**config.mk**
```make
export PLATFORM = sky130hd
export DESIGN_NAME = fir_addr_seq
export DESIGN_NICKNAME = d
export VERILOG_FILES = /design/src/rtl/fir_seq_pkg.sv /design/src/rtl/fir_seq_ctrl.sv /design/src/rtl/fir_data_addr.sv /design/src/rtl/fir_coef_addr.sv /design/src/rtl/fir_addr_seq.sv
export SDC_FILE = /design/constraint.sdc
export NUM_CORES = 1
export LEC_CHECK = 0
export BUFFER_PORTS_ARGS = -buffer_cell sky130_fd_sc_hd__buf_2
export CORE_ASPECT_RATIO = 0.7
export CORE_MARGIN = 2
export CORE_UTILIZATION = 50
export CTS_CLUSTER_SIZE = 30
export DETAILED_ROUTE_END_ITERATION = 10
export PLACE_DENSITY = 0.71
export SLEW_MARGIN = 20
export SYNTH_ARGS = -nofsm -noshare
export SYNTH_HDL_FRONTEND = slang
export SYNTH_SLANG_ARGS = --single-unit
```
**constraint.sdc**
```tcl
create_clock -name clk -period 3.8 [get_ports clk]
set_clock_uncertainty 0.05 [all_clocks]
set_input_delay 0.19 -clock clk [delete_from_list [all_inputs] [get_ports clk]]
set_output_delay 0.19 -clock clk [all_outputs]
set_load 0.005 [all_outputs]
```
**src/rtl/fir_seq_pkg.sv**
```systemverilog
package fir_seq_pkg;
  typedef logic [1:0] dcode_t;
  typedef logic [2:0] ccode_t;

  // data A step: 0->0, 1->-1, 2->-2, 3->0
  function automatic logic signed [2:0] a_step(input dcode_t code);
    case (code)
      2'd1:    return -3'sd1;
      2'd2:    return -3'sd2;
      default: return 3'sd0;
    endcase
  endfunction

  // data B step: 0->0, 1->+1, 2->+2, 3->0
  function automatic logic signed [2:0] b_step(input dcode_t code);
    case (code)
      2'd1:    return 3'sd1;
      2'd2:    return 3'sd2;
      default: return 3'sd0;
    endcase
  endfunction
endpackage

```
**src/rtl/fir_seq_ctrl.sv**
```systemverilog
module fir_seq_ctrl #(
  parameter int CW = 9
) (
  input  logic          clk,
  input  logic          rst,
  input  logic          start_i,
  input  logic [CW-1:0] reads_m1_i,
  input  logic [CW-1:0] nout_m1_i,
  input  logic          two_clk_i,
  output logic          load_o,
  output logic          adv_o,
  output logic          last_o,
  output logic          final_o,
  output logic          busy_o,
  output logic          tap_valid_o,
  output logic          last_tap_o,
  output logic          done_o
);
  logic          busy_q, phase_q, two_q;
  logic [CW-1:0] tap_q, out_q, reads_q, nout_q;

  assign load_o  = start_i & ~busy_q;
  assign adv_o   = busy_q & (~two_q | phase_q);
  assign last_o  = (tap_q == reads_q);
  assign final_o = last_o & (out_q == nout_q);
  assign busy_o  = busy_q;

  always_ff @(posedge clk) begin
    if (rst) begin
      busy_q <= 1'b0; phase_q <= 1'b0; two_q <= 1'b0;
      tap_q <= '0; out_q <= '0; reads_q <= '0; nout_q <= '0;
      tap_valid_o <= 1'b0; last_tap_o <= 1'b0; done_o <= 1'b0;
    end else begin
      done_o <= 1'b0;
      if (load_o) begin
        busy_q      <= 1'b1;
        phase_q     <= 1'b0;
        tap_q       <= '0;
        out_q       <= '0;
        reads_q     <= reads_m1_i;
        nout_q      <= nout_m1_i;
        two_q       <= two_clk_i;
        tap_valid_o <= 1'b1;
        last_tap_o  <= (reads_m1_i == '0);
      end else if (busy_q) begin
        if (adv_o) begin
          phase_q <= 1'b0;
          if (final_o) begin
            busy_q      <= 1'b0;
            tap_valid_o <= 1'b0;
            last_tap_o  <= 1'b0;
            done_o      <= 1'b1;
          end else if (last_o) begin
            tap_q       <= '0;
            out_q       <= out_q + CW'(1);
            tap_valid_o <= 1'b1;
            last_tap_o  <= (reads_q == '0);
          end else begin
            tap_q       <= tap_q + CW'(1);
            tap_valid_o <= 1'b1;
            last_tap_o  <= (tap_q + CW'(1) == reads_q);
          end
        end else begin
          phase_q     <= 1'b1;
          tap_valid_o <= 1'b0;
          last_tap_o  <= 1'b0;
        end
      end
    end
  end

  AST_LAST_NEEDS_VALID: assert property (@(posedge clk) disable iff (rst)
    last_tap_o |-> tap_valid_o);
  AST_DONE_ONE_CYCLE: assert property (@(posedge clk) disable iff (rst)
    done_o |=> !done_o);
  AST_BUSY_IGNORES_START: assert property (@(posedge clk) disable iff (rst)
    (busy_q && start_i) |=> ($stable(reads_q) && $stable(nout_q) && $stable(two_q)));
  AST_TWO_CLK_GAP: assert property (@(posedge clk) disable iff (rst)
    (tap_valid_o && two_q) |=> !tap_valid_o);
endmodule

```
**src/rtl/fir_data_addr.sv**
```systemverilog
module fir_data_addr
  import fir_seq_pkg::*;
#(
  parameter int AW = 10,
  parameter int SW = 9
) (
  input  logic          clk,
  input  logic          rst,
  input  logic          load_i,
  input  logic          adv_i,
  input  logic          last_i,
  input  logic          final_i,
  input  logic [AW-1:0] start_ptr_i,
  input  logic [SW-1:0] init_off_i,
  input  logic [SW-1:0] ptr_step_i,
  input  dcode_t        s1_code_i,
  input  dcode_t        s2_code_i,
  input  dcode_t        b_code_i,
  output logic [AW-1:0] a_o,
  output logic [AW-1:0] b_o,
  output logic [AW-1:0] ptr_o
);
  localparam int XW = AW - SW;

  logic [AW-1:0] start_q, off_q, pstep_q;
  dcode_t        s1_q, s2_q, bc_q;
  logic [AW-1:0] s1x, s2x, bx, off_in, pstep_in, a_after_out;

  function automatic logic [AW-1:0] sx3(input logic signed [2:0] v);
    return {{(AW-3){v[2]}}, v};
  endfunction

  assign off_in      = {{XW{init_off_i[SW-1]}}, init_off_i};
  assign pstep_in    = {{XW{ptr_step_i[SW-1]}}, ptr_step_i};
  assign s1x         = sx3(a_step(s1_q));
  assign s2x         = sx3(a_step(s2_q));
  assign bx          = sx3(b_step(bc_q));
  assign a_after_out = a_o + s2x;

  always_ff @(posedge clk) begin
    if (rst) begin
      a_o <= '0; b_o <= '0; ptr_o <= '0;
      start_q <= '0; off_q <= '0; pstep_q <= '0;
      s1_q <= '0; s2_q <= '0; bc_q <= '0;
    end else if (load_i) begin
      a_o     <= start_ptr_i;
      b_o     <= start_ptr_i + off_in;
      start_q <= start_ptr_i;
      off_q   <= off_in;
      pstep_q <= pstep_in;
      s1_q    <= s1_code_i;
      s2_q    <= s2_code_i;
      bc_q    <= b_code_i;
    end else if (adv_i) begin
      if (last_i) begin
        a_o <= a_after_out;
        b_o <= a_after_out + off_q;
      end else begin
        a_o <= a_o + s1x;
        b_o <= b_o + bx;
      end
      if (final_i) ptr_o <= start_q + pstep_q;
    end
  end

  AST_B_REANCHORED: assert property (@(posedge clk) disable iff (rst)
    (adv_i && last_i && !final_i && !load_i) |=> (b_o - a_o == off_q));
endmodule

```
**src/rtl/fir_coef_addr.sv**
```systemverilog
module fir_coef_addr
  import fir_seq_pkg::*;
#(
  parameter int AW = 10
) (
  input  logic          clk,
  input  logic          rst,
  input  logic          load_i,
  input  logic          adv_i,
  input  logic          last_i,
  input  logic [AW-1:0] base_i,
  input  ccode_t        blk_i,
  input  ccode_t        stride_i,
  output logic [AW-1:0] c_o
);
  logic [AW-1:0] base_q, mask, stride;
  ccode_t        blk_q, st_q;

  always_comb begin
    for (int i = 0; i < AW; i++) begin
      mask[i]   = (i < int'(blk_q) + 3);
      stride[i] = (st_q != 3'd0) && (i == int'(st_q) - 1);
    end
  end

  always_ff @(posedge clk) begin
    if (rst) begin
      c_o <= '0; base_q <= '0; blk_q <= '0; st_q <= '0;
    end else if (load_i) begin
      c_o    <= base_i;
      base_q <= base_i;
      blk_q  <= blk_i;
      st_q   <= stride_i;
    end else if (adv_i) begin
      if (last_i) c_o <= base_q;
      else        c_o <= (c_o & ~mask) | ((c_o + stride) & mask);
    end
  end

  AST_COEF_IN_REGION: assert property (@(posedge clk) disable iff (rst)
    (((c_o ^ base_q) & ~mask) == '0));
endmodule

```
**src/rtl/fir_addr_seq.sv**
```systemverilog
module fir_addr_seq
  import fir_seq_pkg::*;
#(
  parameter int AW = 10,
  parameter int CW = 9,
  parameter int SW = 9
) (
  input  logic          clk,
  input  logic          rst,
  input  logic          start_i,
  input  logic [AW-1:0] start_ptr_i,
  input  logic [AW-1:0] coef_base_i,
  input  logic [2:0]    blk_code_i,
  input  logic [CW-1:0] nout_m1_i,
  input  logic [SW-1:0] ptr_step_i,
  input  logic [SW-1:0] init_off_i,
  input  logic [CW-1:0] reads_m1_i,
  input  logic          two_clk_i,
  input  logic [1:0]    a_step1_i,
  input  logic [1:0]    a_step2_i,
  input  logic [1:0]    b_step_i,
  input  logic [2:0]    c_step_i,
  output logic [AW-1:0] addr_a_o,
  output logic [AW-1:0] addr_b_o,
  output logic [AW-1:0] addr_c_o,
  output logic          tap_valid_o,
  output logic          last_tap_o,
  output logic          done_o,
  output logic          busy_o,
  output logic [AW-1:0] next_ptr_o
);
  logic load, adv, last, fin;

  fir_seq_ctrl #(.CW(CW)) u_ctrl (
    .clk(clk), .rst(rst), .start_i(start_i),
    .reads_m1_i(reads_m1_i), .nout_m1_i(nout_m1_i), .two_clk_i(two_clk_i),
    .load_o(load), .adv_o(adv), .last_o(last), .final_o(fin),
    .busy_o(busy_o), .tap_valid_o(tap_valid_o), .last_tap_o(last_tap_o),
    .done_o(done_o)
  );

  fir_data_addr #(.AW(AW), .SW(SW)) u_data (
    .clk(clk), .rst(rst), .load_i(load), .adv_i(adv), .last_i(last),
    .final_i(fin), .start_ptr_i(start_ptr_i), .init_off_i(init_off_i),
    .ptr_step_i(ptr_step_i), .s1_code_i(a_step1_i), .s2_code_i(a_step2_i),
    .b_code_i(b_step_i), .a_o(addr_a_o), .b_o(addr_b_o), .ptr_o(next_ptr_o)
  );

  fir_coef_addr #(.AW(AW)) u_coef (
    .clk(clk), .rst(rst), .load_i(load), .adv_i(adv), .last_i(last),
    .base_i(coef_base_i), .blk_i(blk_code_i), .stride_i(c_step_i),
    .c_o(addr_c_o)
  );

  AST_HOLD_SECOND_CLK: assert property (@(posedge clk) disable iff (rst)
    (busy_o && !tap_valid_o && !done_o) |->
      ($stable(addr_a_o) && $stable(addr_b_o) && $stable(addr_c_o)));
endmodule

```
==> impl_metrics.py, run 1 <==
metrics = {
    "status": {
        "outcome": "finished, final reports clean",
    },
    "grt": {
        "grt_pass1_vias": 7602,
        "grt_usage": 0.278,
        "grt-ovfl-total": 0,
        "grt_max_degree": 58,
        "antenna_found_initial": 0,
        "grt_pass1_wl_um": 38900,
    },
    "sta": {
        "relSlewSlack": 0.361,
        "finalCriticalPeriod_ns": 3.55,
        "fin_crit_sh": 0.935,
        "setup_viol": 0,
        "max_freq_ghz": 0.281,
        "rsz0062_at_grt": "no",
        "hold_ws_ns": 0.00740,
        "slew_violations": 0,
        "hold_violations": 0,
        "setup_tns_ns": 0,
        "worst_pin_slew_ns": 0.959,
    },
    "final_layout": {
        "multi_input_area_um2": 5360,
        "final_cell_mix": "nand2_1 (179), a21oi_1 (137), dfxtp_1 (132)",
        "final_common_cell": "nand2_1",
        "num_antenna_cells": 0,
        "fillers": 1435,
        "drive_gt1_frac": 0.150,
        "post-route-util": 0.623,
        "area.growth.synth_to_final_pct": 22.1,
        "nets": 1340,
        "regArea_um2": 2640,
    },
    "route": {
        "ant_nets": 0,
        "viasPerCell": 5.56,
        "drt_first_pass_iters": 5,
        "num_vias": 7996,
        "drt_wl_total_um": 23900,
        "drt-met1-wl_um": 11700,
        "dr_wl_met2_um": 10300,
        "drtIter0Drc": 570,
        "wl_met3_um": 1580,
        "post_drt_wl_per_cell_um": 16.6,
        "highest_layer": "met4",
        "remaining_drc_errors": 0,
    },
    "synthesis": {
        "synthArstFlopShare": 0,
        "synth-edff-count": 0,
        "synth.avg_cell_area_um2": 7.90,
        "synth.largest_area_cell": "dfxtp_1",
        "ys_warn_count": 0,
        "synth_flop_cell": "dfxtp_1",
        "synth_top_cell_area_share": 0.317,
        "yosys.cell_types.count": 69,
        "synth_seq_area_share": 0.317,
        "ys_top_cells_by_area": "dfxtp_1 (32%), ha_1 (9.1%), a21oi_1 (8.2%), nand2_1 (8.1%), xnor2_1 (5.5%)",
        "synth_area_um2": 8340,
        "synth_nets": 1196,
        "synthCells": 1056,
        "yosys_register_bits": 132,
    },
    "die": {
        "dieArea_um2": 17800,
        "ioPinCount": 116,
        "die_w_um": 158,
        "start_util": 0.510,
        "rows": 39,
        "die_h_um": 112,
        "core_area_um2": 16300,
    },
    "critical_path": {
        "slowest_stage": "or4_1",
        "cp.required_ns": 4.06,
        "crit_fanout": 5,
        "arrival_ns": 3.82,
        "r2r_slack_ns": 0.25,
        "end_kind": "register",
        "worstSetupPathType": "reg -> reg",
        "path_cells": "inv_1, ha_1, inv_1, ha_1, nor2b_1, o21ai_1, nor2b_1, xnor2_1, ha_1, or4_1, o2111ai_1, nand2_1, xnor2_1, xnor2_1, o221a_2",
        "slowest_delay_ns": 0.54,
        "startpoint_type": "register",
    },
    "pwr": {
        "p_sw_w": 0.00140,
        "p_int_w": 0.00298,
        "sw_frac_of_total": 0.320,
        "comb_power_share": 0.258,
        "p_total_w": 0.00438,
        "leakagePower_nw": 4.37,
        "p_clk_frac": 0.381,
        "ir_drop_mv": 0.280,
        "pwr-share-seq": 0.361,
        "powerDensity_nw_per_um2": 430,
    },
    "worst_hold_path": {
        "hold_class": "in -> reg",
    },
    "place": {
        "globalplace.congestion": 0.943,
        "hpwl_um": 16700,
        "port_buffers": 115,
    },
    "clocking": {
        "clkTransAtPathRegs_ns": 0.06,
        "clk_latency_ns": 0.42,
        "cts_buffers": 17,
        "cts_tree": "yes",
        "cts.path.max_buffers": 2,
        "cts_max_level": 4,
        "clock_sinks": 132,
        "root_buffer": "clkbuf_16",
    },
    "flow_run": {
        "drv_cap": 0,
    },
}
## cell type report
| cell class | count | area share |
|---|---|---|
| Clock buffer | 17 | 0.0417 |
| Clock inverter | 14 | 0.0160 |
| Inverter | 26 | 0.00958 |
| Multi-Input combinational cell | 842 | 0.526 |
| Sequential cell | 132 | 0.259 |
| Tap cell | 225 | 0.0276 |
| Timing Repair Buffer | 181 | 0.120 |
## critical path, delay by kind of cell (launching register included)
kind,cells,cell delay (ns)
compound gates,3,0.60
xor+xnor,3,0.40
fa+ha+maj,3,0.94
buf+inv,2,0.17
flops,1,0.33
simple gates,4,0.97
## per-stage QoR
| stage | instance area (µm²) | instances | setup slack, ns |
|---|---|---|---|
| 2_1_floorplan | 8340 | 1056 | 0.415 |
| 3_3_place_gp | 9040 | 1351 | 0.292 |
| 3_5_place_dp | 9040 | 1351 | 0.222 |
| 4_1_cts | 10200 | 1437 | 0.200 |
| 5_1_grt | 10200 | 1437 | 0.0479 |
| 6_report | 10200 | 1437 | 0.246 |
## cell families after synthesis
| logic type | share of synthesized area |
|---|---|
| flip-flops | 0.317 |
| adder cells (fa/ha/maj) | 0.108 |
| AO/OA/AOI/OAI | 0.211 |
| multiplexers | 0.0169 |
| XOR/XNOR | 0.0900 |
| AND/OR/NAND/NOR | 0.213 |
| buffers and inverters | 0.0441 |
| other | 0.000449 |
## per-layer routing
layer,vias to the layer above,track usage
met2,241,0.417
met1,3739,0.413
met4,0,0.0577
met3,17,0.0564
met5,-,0
li1,3999,-
## path summary, 6_finish.rpt
path / start / depth (start not counted) / end
setup reg to reg: u_data.s2_q[1] / 15 / u_data.b_o[9]
setup / recovery: u_data.s2_q[1] / 15 / u_data.b_o[9]
hold reg to reg: u_coef.base_q[7] / 2 / u_coef.base_q[7]
hold / removal: a_step1_i[1] / 3 / u_data.s1_q[1]
## state kept, by name, summed over array words and instances (netlist names), 9 cells and up, named ones only
name / count
u_coef.base_q: 10
u_data.a_o: 10
u_data.b_o: 10
u_data.ptr_o: 10
u_data.start_q: 10
u_ctrl.nout_q: 9
u_ctrl.out_q: 9
u_ctrl.reads_q: 9
u_ctrl.tap_q: 9
u_data.off_q: 9
u_data.pstep_q: 9
## synth_stat cells, types with 4 or more instances
cell,instances
and2_1,6
nor4_1,5
nor2b_1,15
buf_6,6
nand2_1,179
o21bai_1,6
o31ai_1,5
a211oi_1,11
dfxtp_1,132
nor2_1,92
nor3b_1,4
o21a_1,5
and4_1,4
clkbuf_1,32
inv_1,26
nor3_1,15
a21oi_1,137
a2111oi_2,6
a21o_1,12
o21ai_1,5
xor2_1,30
o21ai_0,49
buf_2,8
a31o_2,4
nand3_1,24
a211o_1,4
nand4_1,6
buf_1,8
nand2b_1,13
ha_1,61
mux2i_1,13
and3_1,11
xnor2_1,52
or3_1,6
fa_1,7
o211ai_1,6
## what timing repair did
action                                  CTS  global route
hold buffers                             55             0
endpoints found under the hold margin    55             0
endpoints found under the setup margin    0             2
gates resized for setup                   0             3
buffers inserted                          0             0
## power groups by stage
stage	Sequential (W)	Clock (W)	Combinational, W
4_1_cts	0.00158	0.00168	0.00111
5_1_grt	0.00159	0.00175	0.00125
3_3_place_gp	0.00161	0	0.00104
6_report	0.00158	0.00167	0.00113
2_1_floorplan	0.00158	0	0.000774
3_5_place_dp	0.00161	0	0.00106
No activity file was read; power rests on OpenSTA's default activity.
==> run 2, diff against run 1 <==
- CORE_UTILIZATION: 50 -> 35
- PLACE_DENSITY: 0.71 -> unset
- SETUP_SLACK_MARGIN: unset -> 0.5
==> impl_metrics.py, run 2 (same netlist as run 1, synthesis figures left out) <==
metrics = {
    "die": {
        "rows": 47,
        "start_util": 0.355,
        "dieArea_um2": 25100,
        "ioPinCount": 116,
        "core_area_um2": 23500,
        "die_h_um": 133,
        "die_w_um": 189,
    },
    "sta": {
        "relSlewSlack": 0.504,
        "max_freq_ghz": 0.305,
        "worst_pin_slew_ns": 0.743,
        "slew_violations": 0,
        "rsz0062_at_grt": "yes",
        "setup_viol": 0,
        "finalCriticalPeriod_ns": 3.27,
        "fin_crit_sh": 0.862,
        "hold_violations": 0,
        "setup_tns_ns": 0,
    },
    "clocking": {
        "cts_max_level": 4,
        "clock_sinks": 132,
        "clkTransAtPathRegs_ns": 0.06,
        "clk_latency_ns": 0.43,
        "cts_tree": "yes",
        "cts_buffers": 17,
        "cts.path.max_buffers": 2,
        "root_buffer": "clkbuf_16",
    },
    "route": {
        "viasPerCell": 5.21,
        "drtIter0Drc": 522,
        "ant_nets": 0,
        "remaining_drc_errors": 0,
        "dr_wl_met2_um": 10900,
        "wl_met3_um": 1500,
        "drt_first_pass_iters": 7,
        "drt-met1-wl_um": 13000,
        "num_vias": 8056,
        "drt_wl_total_um": 25800,
        "post_drt_wl_per_cell_um": 16.7,
        "highest_layer": "met5",
    },
    "critical_path": {
        "worstSetupPathType": "reg -> reg",
        "end_kind": "register",
        "endpoint": "u_data.b_o[9]",
        "rr_startpoint": "u_data.s2_q[1]",
        "reg2reg_depth": 15,
        "r2r_slack_ns": 0.53,
        "startpoint": "u_data.s2_q[1]",
        "crit_fanout": 6,
        "arrival_ns": 3.54,
        "r2r_end": "u_data.b_o[9]",
        "startpoint_type": "register",
        "cp.required_ns": 4.06,
    },
    "final_layout": {
        "num_antenna_cells": 0,
        "final_cell_mix": "nand2_1 (178), a21oi_1 (133), dfxtp_1 (129)",
        "final_cells": 1547,
        "regArea_um2": 2650,
        "final_common_cell": "nand2_1",
        "drive_gt1_frac": 0.190,
        "nets": 1357,
        "fillers": 2362,
        "multi_input_area_um2": 5590,
        "area.growth.synth_to_final_pct": 28.1,
    },
    "flow_run": {
        "drv_cap": 0,
    },
    "pwr": {
        "p_total_w": 0.00453,
        "leakagePower_nw": 4.53,
        "powerDensity_nw_per_um2": 424,
        "ir_drop_mv": 0.286,
    },
    "grt": {
        "grt_pass1_vias": 7671,
        "antenna_found_initial": 2,
        "grt_pass1_wl_um": 40800,
        "grt-ovfl-total": 0,
        "grt_max_degree": 91,
        "grt_usage": 0.207,
    },
    "place": {
        "hpwl_um": 18400,
        "dp.cells": 1447,
        "port_buffers": 115,
        "globalplace.congestion": 0.854,
    },
    "worst_hold_path": {
        "hold_class": "in -> reg",
        "min_from": "start_ptr_i[8]",
        "worstHoldPathCells": 3,
    },
    "status": {
        "outcome": "finished, final reports clean",
    },
}
run 2: per-layer routing:
layer,GRT usage,vias up
met4,0.0582,4
li1,-,4026
met1,0.301,3786
met2,0.303,201
met5,0,-
met3,0.0482,39
run 2: critical path, cell delays in order (launching register included):
cell,delay (ns)
dfxtp_2,0.33
inv_2,0.04
ha_4,0.30
inv_8,0.06
ha_4,0.20
a21o_1,0.19
a31o_4,0.25
a21oi_4,0.16
xnor2_2,0.10
ha_2,0.19
or4_4,0.52
o2111ai_2,0.19
nand2_2,0.09
xnor2_2,0.14
xnor2_1,0.12
o221a_2,0.22
run 2: repair_timing:
action                                 4_1_cts  5_1_grt
hold buffers                                56        0
resized for setup                           20       33
setup endpoints to repair                    3        5
buffers inserted                             3       10
pin swaps                                    7       23
endpoints found under the hold margin       56        0
run 2: final cells by class:
| type | instances | share of cell area |
|---|---|---|
| clock inverters | 9 | 0.0121 |
| clock buffers | 22 | 0.0434 |
| well taps | 318 | 0.0372 |
| flip-flops and latches | 132 | 0.248 |
| repair buffers | 198 | 0.127 |
| inverters | 26 | 0.00983 |
| multi-input cells | 842 | 0.523 |
run 2: how the worst min path moves through the flow:
stage / endpoint / slack, ns
2_1_floorplan: u_coef.base_q[0] / 0.28
3_3_place_gp: u_data.bc_q[0] / 0.38
3_5_place_dp: u_coef.blk_q[1] / 0.39
4_1_cts: u_coef.base_q[4] / 0.0008
5_1_grt: u_coef.base_q[4] / 0.01
6_report: u_data.start_q[8] / 0.01
run 2: where the power goes:
part | leakage (nW) | switching (W) | internal, W
registers | 1.08 | 0.000111 | 0.00148
clock network | 0.286 | 0.000630 | 0.00106
logic | 3.16 | 0.000701 | 0.000549
total | 4.53 | 0.00144 | 0.00309
run 2: through the flow:
stage / instance area [µm²] / hold slack [ns] / worst slack [ns] / util
global route: 10700 / 0.0142 / 0.451 / 0.454
global placement: 9200 / 0.382 / 0.305 / 0.391
detailed placement: 9200 / 0.388 / 0.289 / 0.391
CTS: 10500 / 0.000842 / 0.477 / 0.445
floorplan: 8360 / 0.276 / 0.537 / -
finish: 10700 / 0.0110 / 0.526 / 0.454
==> run 3, diff against run 2 <==
- CTS_CLUSTER_SIZE: 30 -> 10
- PLACE_DENSITY: unset -> 0.49
==> impl_metrics.py, run 3 (same netlist as run 1, synthesis figures left out) <==
metrics = {
    "route": {
        "drtIter0Drc": 545,
        "highest_layer": "met4",
        "drt_first_pass_iters": 7,
        "dr_wl_met2_um": 11200,
        "drt-met1-wl_um": 13700,
        "drt_wl_total_um": 26500,
        "post_drt_wl_per_cell_um": 17.1,
        "viasPerCell": 5.10,
        "wl_met3_um": 1500,
        "remaining_drc_errors": 0,
        "num_vias": 7917,
        "ant_nets": 0,
    },
    "critical_path": {
        "startpoint_type": "register",
        "r2r_slack_ns": 0.45,
        "cp.required_ns": 4.06,
        "path_cells": "inv_2, ha_4, inv_8, ha_4, nor2b_2, o21ai_2, nor2b_4, xnor2_2, ha_4, buf_6, or4_4, o2111ai_2, nand2_1, xnor2_2, xnor2_1, o221a_2",
        "crit_fanout": 6,
        "slowest_stage": "or4_4",
        "arrival_ns": 3.61,
        "slowest_delay_ns": 0.52,
        "end_kind": "register",
        "path_common_cell": "ha_4",
        "worstSetupPathType": "reg -> reg",
    },
    "grt": {
        "antenna_found_initial": 0,
        "grt_pass1_wl_um": 41400,
        "grt_max_degree": 65,
        "grt-ovfl-total": 0,
        "grt_usage": 0.210,
        "grt_pass1_vias": 7579,
    },
    "final_layout": {
        "area.growth.synth_to_final_pct": 28.4,
        "drive_gt1_frac": 0.191,
        "final_common_cell": "nand2_1",
        "final_cell_mix": "nand2_1 (179), a21oi_1 (135), dfxtp_1 (129)",
        "nets": 1360,
        "post-route-util": 0.455,
        "num_antenna_cells": 0,
    },
    "die": {
        "die_h_um": 133,
        "die_w_um": 189,
        "dieArea_um2": 25100,
        "start_util": 0.355,
        "core_area_um2": 23500,
        "rows": 47,
        "ioPinCount": 116,
    },
    "place": {
        "port_buffers": 115,
        "hpwl_um": 18900,
        "globalplace.congestion": 0.843,
    },
    "clocking": {
        "cts_max_level": 4,
        "clock_sinks": 132,
        "cts_buffers": 17,
        "cts.path.max_buffers": 2,
        "clkTransAtPathRegs_ns": 0.06,
        "clk_latency_ns": 0.42,
        "cts_tree": "yes",
        "root_buffer": "clkbuf_16",
    },
    "pwr": {
        "leakagePower_nw": 4.52,
        "ir_drop_mv": 0.293,
        "powerDensity_nw_per_um2": 428,
    },
    "status": {
        "outcome": "finished, final reports clean",
    },
    "sta": {
        "finalCriticalPeriod_ns": 3.35,
        "setup_viol": 0,
        "slew_violations": 0,
        "rsz0062_at_grt": "yes",
        "max_freq_ghz": 0.298,
        "hold_violations": 0,
        "worst_pin_slew_ns": 0.826,
        "setup_tns_ns": 0,
        "relSlewSlack": 0.449,
        "fin_crit_sh": 0.882,
    },
    "flow_run": {
        "drv_cap": 0,
    },
    "worst_hold_path": {
        "hold_class": "in -> reg",
    },
}
## run 3: cell types whose count changed in the layout (fill, tap and decap cells not counted), sizes merged
cell	change
clkbuf	-4
inv	+3
buf	+2
clkinv	+1
clkinvlp	+1
dlygate4sd3	+1
## run 3: layout make-up
class	count	area [µm²]
Inverter	26	105
Multi-Input combinational cell	842	5570
Tap cell	318	398
Timing Repair Buffer	201	1380
Fill cell	2416	12800
Clock inverter	14	175
Sequential cell	132	2650
Clock buffer	18	439
## run 3: stage by stage
stage          worst slack (ns)  instances  instance area [µm²]  hold slack (ns)  total power, W
6_report                  0.449       1551                10700          0.00510         0.00459
5_1_grt                   0.258       1551                10700          0.00455         0.00483
4_1_cts                   0.503       1539                10500         0.000673         0.00455
3_5_place_dp              0.307       1446                 9190            0.388         0.00271
3_3_place_gp              0.314       1446                 9190            0.385         0.00270
2_1_floorplan             0.537       1056                 8360            0.276         0.00236
## run 3: critical path: cells and delay by family, from the launching register on
family,cells,cell delay (ns)
flops,1,0.33
simple gates,4,0.98
xor+xnor,3,0.38
fa+ha+maj,3,0.73
buf+inv,3,0.21
compound gates,3,0.56
## run 3: path summary, 6_finish.rpt
| kind | from | endpoint | cells past startpoint |
|---|---|---|---|
| max | u_data.s2_q[1] | u_data.b_o[9] | 16 |
| min | start_ptr_i[7] | u_data.start_q[7] | 3 |
| max reg2reg | u_data.s2_q[1] | u_data.b_o[9] | 16 |
| min reg2reg | u_coef.base_q[7] | u_coef.base_q[7] | 2 |
## run 3: report_power, final
| part | switching [W] | internal [W] |
|---|---|---|
| registers | 0.000108 | 0.00148 |
| logic | 0.000705 | 0.000552 |
| clock network | 0.000686 | 0.00106 |
| total | 0.00150 | 0.00309 |
## run 3: what timing repair did
action                                 4_1_cts  5_1_grt
buffers inserted                             5       11
pin swaps                                   13       27
resized for setup                           21       27
setup endpoints to repair                    3        5
endpoints found under the hold margin       56        1
hold buffers                                56        1
## run 3: per-layer routing
layer  global-route usage  vias to the layer above
met1                0.316                     3712
met4               0.0291                        0
met2                0.308                      170
met5                    0                        -
li1                     -                     4027
met3               0.0511                        8
